`src/rtl/vlic_pkg.sv`:
```
`timescale 1ns/1ps
package vlic_pkg;
  localparam int VEC_W_DEF = 8;
  localparam int CLS_W_DEF = 4;

  // result of a highest-set-bit search
  typedef struct packed {
    logic                 found;
    logic [VEC_W_DEF-1:0] idx;
  } hit_t;
endpackage

```
`src/rtl/vlic_hi_find.sv`:
```
`timescale 1ns/1ps
// Finds the highest set bit of a vector; lower bits lose.
module vlic_hi_find #(
  parameter int W  = 256,
  parameter int IW = 8
) (
  input  logic [W-1:0]  bits,
  output logic          found,
  output logic [IW-1:0] idx
);
  always_comb begin
    found = 1'b0;
    idx   = '0;
    for (int i = 0; i < W; i++) begin
      if (bits[i]) begin
        found = 1'b1;
        idx   = IW'(i);
      end
    end
  end
endmodule

```
`src/rtl/vlic_bitset.sv`:
```
`timescale 1ns/1ps
// One-hot set/clear bit array; a clear and a set on the same edge apply
// clear first, so a set of the same index survives.
module vlic_bitset #(
  parameter int W  = 256,
  parameter int IW = 8
) (
  input  logic          clk,
  input  logic          rst_n,
  input  logic          set_en,
  input  logic [IW-1:0] set_idx,
  input  logic          clr_en,
  input  logic [IW-1:0] clr_idx,
  output logic [W-1:0]  bits
);
  logic [W-1:0] bits_q, bits_d, set_mask, clr_mask;
  logic         upd;

  always_comb begin
    set_mask = set_en ? (W'(1) << set_idx) : '0;
    clr_mask = clr_en ? (W'(1) << clr_idx) : '0;
    upd      = set_en | clr_en;
    bits_d   = (bits_q & ~clr_mask) | set_mask;
  end

  always_ff @(posedge clk or negedge rst_n) begin
    if (!rst_n)   bits_q <= '0;
    else if (upd) bits_q <= bits_d;
  end

  assign bits = bits_q;
endmodule

```
`src/rtl/vlic_ppr.sv`:
```
`timescale 1ns/1ps
// Processor-priority class: larger of task class and top in-service class.
module vlic_ppr #(
  parameter int CLS_W = 4
) (
  input  logic [CLS_W-1:0] tpr_cls,
  input  logic             isr_found,
  input  logic [CLS_W-1:0] isr_cls,
  output logic [CLS_W-1:0] ppr_cls
);
  always_comb begin
    if (isr_found && (isr_cls > tpr_cls)) ppr_cls = isr_cls;
    else                                  ppr_cls = tpr_cls;
  end
endmodule

```
`src/rtl/vlic_top.sv`:
```
`timescale 1ns/1ps
module vlic_top #(
  parameter int VEC_W = vlic_pkg::VEC_W_DEF,
  parameter int CLS_W = vlic_pkg::CLS_W_DEF
) (
  input  logic             clk,
  input  logic             rst_n,
  input  logic             req_valid,
  input  logic [VEC_W-1:0] req_vec,
  input  logic             eoi_valid,
  input  logic             tpr_we,
  input  logic [CLS_W-1:0] tpr_wdata,
  input  logic             cpu_ie,
  input  logic             irq_ack,
  output logic             irq_out,
  output logic [VEC_W-1:0] irq_vec
);
  localparam int NVEC = 1 << VEC_W;
  localparam int LO   = VEC_W - CLS_W;

  // reset release synchronizer
  logic [1:0] rsync_q;
  logic       rst_ok;

  always_ff @(posedge clk or negedge rst_n) begin
    if (!rst_n) rsync_q <= 2'b00;
    else        rsync_q <= {rsync_q[0], 1'b1};
  end
  assign rst_ok = rsync_q[1];

  // task priority class
  logic [CLS_W-1:0] tpr_q, tpr_d;

  always_comb tpr_d = tpr_wdata;

  always_ff @(posedge clk or negedge rst_ok) begin
    if (!rst_ok)     tpr_q <= '0;
    else if (tpr_we) tpr_q <= tpr_d;
  end

  // arrays and their highest entries
  logic [NVEC-1:0]  pend_bits, isr_bits;
  logic             pend_found, isr_found;
  logic [VEC_W-1:0] pend_idx, isr_idx;
  logic [CLS_W-1:0] ppr_cls;
  logic             accept, take, retire, deliverable;

  always_comb begin
    accept      = req_valid && (req_vec[VEC_W-1:LO] > tpr_q);
    deliverable = pend_found && (pend_idx[VEC_W-1:LO] > ppr_cls);
    irq_out     = deliverable && cpu_ie;
    irq_vec     = irq_out ? pend_idx : '0;
    take        = irq_ack && irq_out;
    retire      = eoi_valid && isr_found;
  end

  vlic_hi_find #(.W(NVEC), .IW(VEC_W)) u_pend_top (
    .bits(pend_bits), .found(pend_found), .idx(pend_idx)
  );

  vlic_hi_find #(.W(NVEC), .IW(VEC_W)) u_isr_top (
    .bits(isr_bits), .found(isr_found), .idx(isr_idx)
  );

  vlic_ppr #(.CLS_W(CLS_W)) u_ppr (
    .tpr_cls  (tpr_q),
    .isr_found(isr_found),
    .isr_cls  (isr_idx[VEC_W-1:LO]),
    .ppr_cls  (ppr_cls)
  );

  vlic_bitset #(.W(NVEC), .IW(VEC_W)) u_pend (
    .clk(clk), .rst_n(rst_ok),
    .set_en(accept), .set_idx(req_vec),
    .clr_en(take),   .clr_idx(pend_idx),
    .bits(pend_bits)
  );

  vlic_bitset #(.W(NVEC), .IW(VEC_W)) u_isr (
    .clk(clk), .rst_n(rst_ok),
    .set_en(take),   .set_idx(pend_idx),
    .clr_en(retire), .clr_idx(isr_idx),
    .bits(isr_bits)
  );
endmodule

```
`config.mk`:
```
export PLATFORM = sky130hd
export DESIGN_NAME = vlic_top
export DESIGN_NICKNAME = d
export VERILOG_FILES = /design/src/rtl/vlic_pkg.sv /design/src/rtl/vlic_hi_find.sv /design/src/rtl/vlic_bitset.sv /design/src/rtl/vlic_ppr.sv /design/src/rtl/vlic_top.sv
export SDC_FILE = /design/constraint.sdc
export NUM_CORES = 2
export LEC_CHECK = 0
export BUFFER_PORTS_ARGS = -buffer_cell sky130_fd_sc_hd__buf_2
export CAP_MARGIN = 5
export CORE_UTILIZATION = 55
export CTS_CLUSTER_DIAMETER = 80
export DETAILED_ROUTE_END_ITERATION = 12
export PLACE_DENSITY = 0.74
export SLEW_MARGIN = 20
export SYNTH_ARGS = -nofsm -noshare
export SYNTH_HDL_FRONTEND = slang
export SYNTH_HIERARCHICAL = 1
export SYNTH_SLANG_ARGS = --single-unit
```
`constraint.sdc`:
```
create_clock -name clk -period 37.2 [get_ports clk]
set_clock_uncertainty 0.1 [all_clocks]
set_input_delay 5.58 -clock clk [delete_from_list [all_inputs] [get_ports clk]]
set_output_delay 5.58 -clock clk [all_outputs]
set_load 0.01 [all_outputs]
```
# ---- Word-level counts from Yosys, hierarchy flattened
# Cells that the tools add are included.
# Widths: inputs -> output; s select.
dict set report op_classes {
  shifts 3
  n_bitwise 8
  n_lt_le_gt_ge 3
  reduce_logical 6
  mux 1027
}
# op count
set ops {}
lappend ops {{$mux 8} 257}
lappend ops {{$mux 7} 128}
lappend ops {{$mux 256} 3}
lappend ops {{$shl 1x8->256 const A} 3}
lappend ops {{$mux 1} 514}
lappend ops {{$and 256x256->256} 2}
lappend ops {{$not 256->256} 2}
lappend ops {{$or 256x256->256} 2}
lappend ops {{$mux 6} 64}
lappend ops {{$mux 5} 32}
lappend ops {{$mux 4} 17}
lappend ops {{$mux 3} 8}
lappend ops {{$gt 4x4->1} 3}
lappend ops {{$mux 2} 4}
lappend ops {{$logic_and 1x1->1} 6}
lappend ops {{$or 1x1->1} 2}
dict set report word_totals {
  inputBits 19
  out_inout_bits 9
  register_bits 518
  wordCells 1051
}

# ---- Longest topological paths before layout
dict set report depth {
  word_depth 266
  mapped_depth 23
}

# ---- Hierarchy
# The synthesis kept the hierarchy.
# module cells_per_inst instances area_each_um2
set by_module_without_submodules {}
lappend by_module_without_submodules {vlic_bitset 1003 2 10940.5}
lappend by_module_without_submodules {vlic_hi_find 601 2 3344.5}
lappend by_module_without_submodules {vlic_top 62 1 528.0}
lappend by_module_without_submodules {vlic_ppr 18 1 182.7}

# ---- Worst setup path after synthesis
# No wires, ideal clock.
dict set report synth_timing {
  path_type {input-to-output}
  from {input port cpu_ie}
  to {output port irq_vec[2]}
  path_buffers 1
  path_slack_ns 25.353
  stages 4
  t_arrival_ns 6.167
  path_cell_list {and2_0 -> clkbuf_2 -> nand3_1 -> a21oi_1}
}
dict set report synth_between {
  elab_chain_cells 2
}
# element line
set synth_rtl {}
lappend synth_rtl {{from (decl)} vlic_top.sv:13} ;# input logic cpu_ie,
lappend synth_rtl {{$logic_and 1x1->1} vlic_top.sv:51} ;# irq_out = deliverable && cpu_ie;
lappend synth_rtl {{$mux 8} vlic_top.sv:52} ;# irq_vec = irq_out ? pend_idx : '0;
lappend synth_rtl {{to (decl)} vlic_top.sv:16} ;# output logic [VEC_W-1:0] irq_vec
# No other way between the ends.

# ---- Final worst setup path
dict set report layout_timing {
  from {input port cpu_ie}
  to {output port irq_vec[4]}
}
# The elaborated chain is that of the path after synthesis.

==> summary.md <==
| Metric | Value |
|---|---|
| Type of the worst setup path | `primary input to primary output` |
| Max Buffers Root-to-Sink | `3` |
| Most frequent cells in the layout | `517 x dfrtp_1, 503 x o21ai_0, 494 x o31ai_1` |
| Unrepaired setup endpoints after global routing | `no` |
| Pre-CTS setup slack | `roughly 25,000 ps` |
| Post-route clock period utilization | `32.67%` |
| Status | `complete, no violations` |
| Reg2reg path depth | `19` |
| Worst hold start | `rsync_q[0]` |
| Maxcap violations | `0` |
| Clk slew on worst S/H paths | `roughly 60 ps` |
| Number of gates resized after cts | `0` |
| Most used flip-flop cell after synthesis | `dfrtp_1` |
| Least-Margin Pin Slew | `1290 ps` |
| Antenna Nets Post-Route | `0` |
| Core area | `roughly 53,000 um^2` |
| Rows | `84` |
| Crit path top cell by count | `buf_2` |
| Final net count | `3,244` |
| Commonest non-fill, non-tap cell in the layout | `dfrtp_1` |
| H-tree lvl count | `2` |
| Worst Setup EP | `irq_vec[4]` |
| Detailed Place HPWL | `84.47 mm` |
| Critical path launch point type | `primary input` |
| Die height | `232.7 um` |
| Initial core utilization | `55.72%` |
| Post-synth top area cell | `dfrtp_1` |
| Synth area leaders | `dfrtp_1 44%, o31ai_1 13%, o21ai_0 8.6%, nor4_1 3.4%, nor2_1 2.8%` |
| Initial antenna violation count | `3` |
| Sum Neg Setup Slack | `0 ps` |
| Clock Sinks | `518` |
| Worst path bufs/invs | `2` |
| Reg2Reg Launch Point | `u_isr/bits[229]` |
| Top-level I/O count | `28` |
| HP Class | `flop to flop` |
| CP max-delay cell | `and2_0` |
| Number of synthesized register bits | `518` |
| CP max FO | `9` |
| Port Buffers | `27` |
| Worst EP required | `31,520 ps` |
| Post-synthesis sequential area ratio | `44.27%` |
| Worst path max stage delay | `~360 ps` |
| R2r setup slk | `29,720 ps` |
| Post-CTS Hold Fix Bufs | `0` |
| Die width | `roughly 230 um` |
| Worst EP arrival | `about 6500 ps` |
| First-pass GRT wire length | `189.0 mm` |
| Hold Vio Cnt, Final | `0` |
| Pins Over Slew Limit | `0` |
| Vias in the first global route | `29.24k` |
| Drt wl/cell | `32.23 um` |
| Via-to-Cell Ratio | `7.795` |
| Syn Area/Cell | `8.905 um^2` |
| Syn Inst Count | `3,288` |
| Final Util | `~61%` |
| Final min period | `roughly 12,000 ps` |
| Gpl congestion | `~1.1` |
| Reg-to-reg endpoint | `u_isr/bits[203]` |
| # Post-CTS Setup Buffers | `0` |
| Worst setup margin | `25,050 ps` |
| CP Capture Type | `primary output` |
| Critical Path, Cell by Cell | `buf_2, and2_0, nand2_1, a211oi_2, buf_2` |
| Synthesized area | `29,280 um^2` |
| Vias | `between 30k and 40k` |
| Delay-heaviest family, CP | `simple AND/OR/NAND/NOR gates` |
| Die ar. | `~54,000 um^2` |
| Highest clock rate | `a little over 0.08 GHz` |
| Clock root cell | `clkbuf_16` |
| FFs w/ async S/R, synth | `between 90% and 100%` |
| Drt pass-1 iters | `9` |
| Share of the synthesized area in the top cell type | `44.27%` |
| Gr usage total | `46.93%` |
| Syn. warnings | `6` |
| CTS Buf Count | `58` |
| Slew headroom | `13.47%` |
| DRC violations left | `0` |
| Distinct cells, synth | `83` |
| Number of flops mapped to enable cells by yosys | `0` |
| Worst skew pair latency | `650 ps` |
| CTS tree | `yes` |
| Final setup fails | `0` |
| Critical Path Stages | `5` |
| Aggregate routed wire length | `~130 mm` |
| Syn nets | `3,319` |
| Largest net degree at the start of global routing | `186` |
| Congestion Overflow GR | `0` |
| Initial DRC count | `roughly 5.1k` |
| Area delta synth->final | `9.025%` |
| Start point of the critical path | `cpu_ie` |
| Layout cells sized above 1 | `about 7.8%` |
## per-layer routing
metal / part of all wire [%] / track usage [%] / wire length [um]
met2: 43 / 69.82 / 54350
met5: 0.0078 / 0 / 10
met1: 35 / 57.57 / 44880
met4: 9.6 / 36.36 / 12190
met3: 13 / 13.15 / 15980
## cell families after synthesis
| family | Yosys count | synth area share (%) |
|---|---|---|
| muxes | 5 | 0.2436 |
| buffers and inverters | 319 | 4.717 |
| and+or+nand+nor | 995 | 18.40 |
| adders and majority gates | 12 | 0.5128 |
| DFF | 518 | 44.27 |
| other | 1 | 0.01281 |
| AOI/OAI and AO/OA | 1438 | 31.84 |
## metrics by stage
step	hold WS, ps	instance area [um^2]	cells
2_1_floorplan	231.2	29280	3288
3_3_place_gp	237.1	29670	3836
3_5_place_dp	242.0	29680	3836
4_1_cts	252.8	31790	3945
5_1_grt	266.9	31920	3950
6_report	248.6	31920	3953
## synthesized netlist by cell type (all sizes together) (24+ instances only)
cell type / count
o31ai: 508
nor2b: 47
or4: 24
a21oi: 105
nor2: 221
o41ai: 42
nand2: 167
buf: 64
nor4: 160
nand3: 95
inv: 110
nand4: 35
nand2b: 38
clkbuf: 145
dfrtp: 518
nor3: 86
o21ai: 599
## worst register-to-register path: cells and delay by family (launching register included)
kind	cells	cell delay, ps
compound gates	3	670
flops	1	420
buf+inv	2	430
fa+ha+maj	2	810
mux	1	320
simple gates	11	4620
## sequential cells by signal (all words and copies together), names as in the netlist
register / flops
rsync_q: 2
tpr_q: 4
u_isr/bits: 256
u_pend/bits: 256
## worst min path at each step
stage	cells past startpoint	slack, ps	endpoint
global route	0	270	rsync_q[1]
CTS	0	250	rsync_q[1]
detailed placement	0	240	rsync_q[1]
finish	0	250	rsync_q[1]
floorplan	0	230	rsync_q[1]
global placement	0	240	rsync_q[1]
## layout make-up
class                           count  area (um^2)
Clock inverter                     23        360.3
Clock buffer                       86         1740
Timing Repair Buffer               74        543.0
Sequential cell                   518        12970
Fill cell                        4549        20630
Inverter                          110        412.9
Antenna cell                        3        7.507
Multi-Input combinational cell   2451        15030
Tap cell                          688        860.8
Power is left out: the tool's default activity adds up to more than one toggle a clock period on the data nets, which glitch-free logic cannot reach.
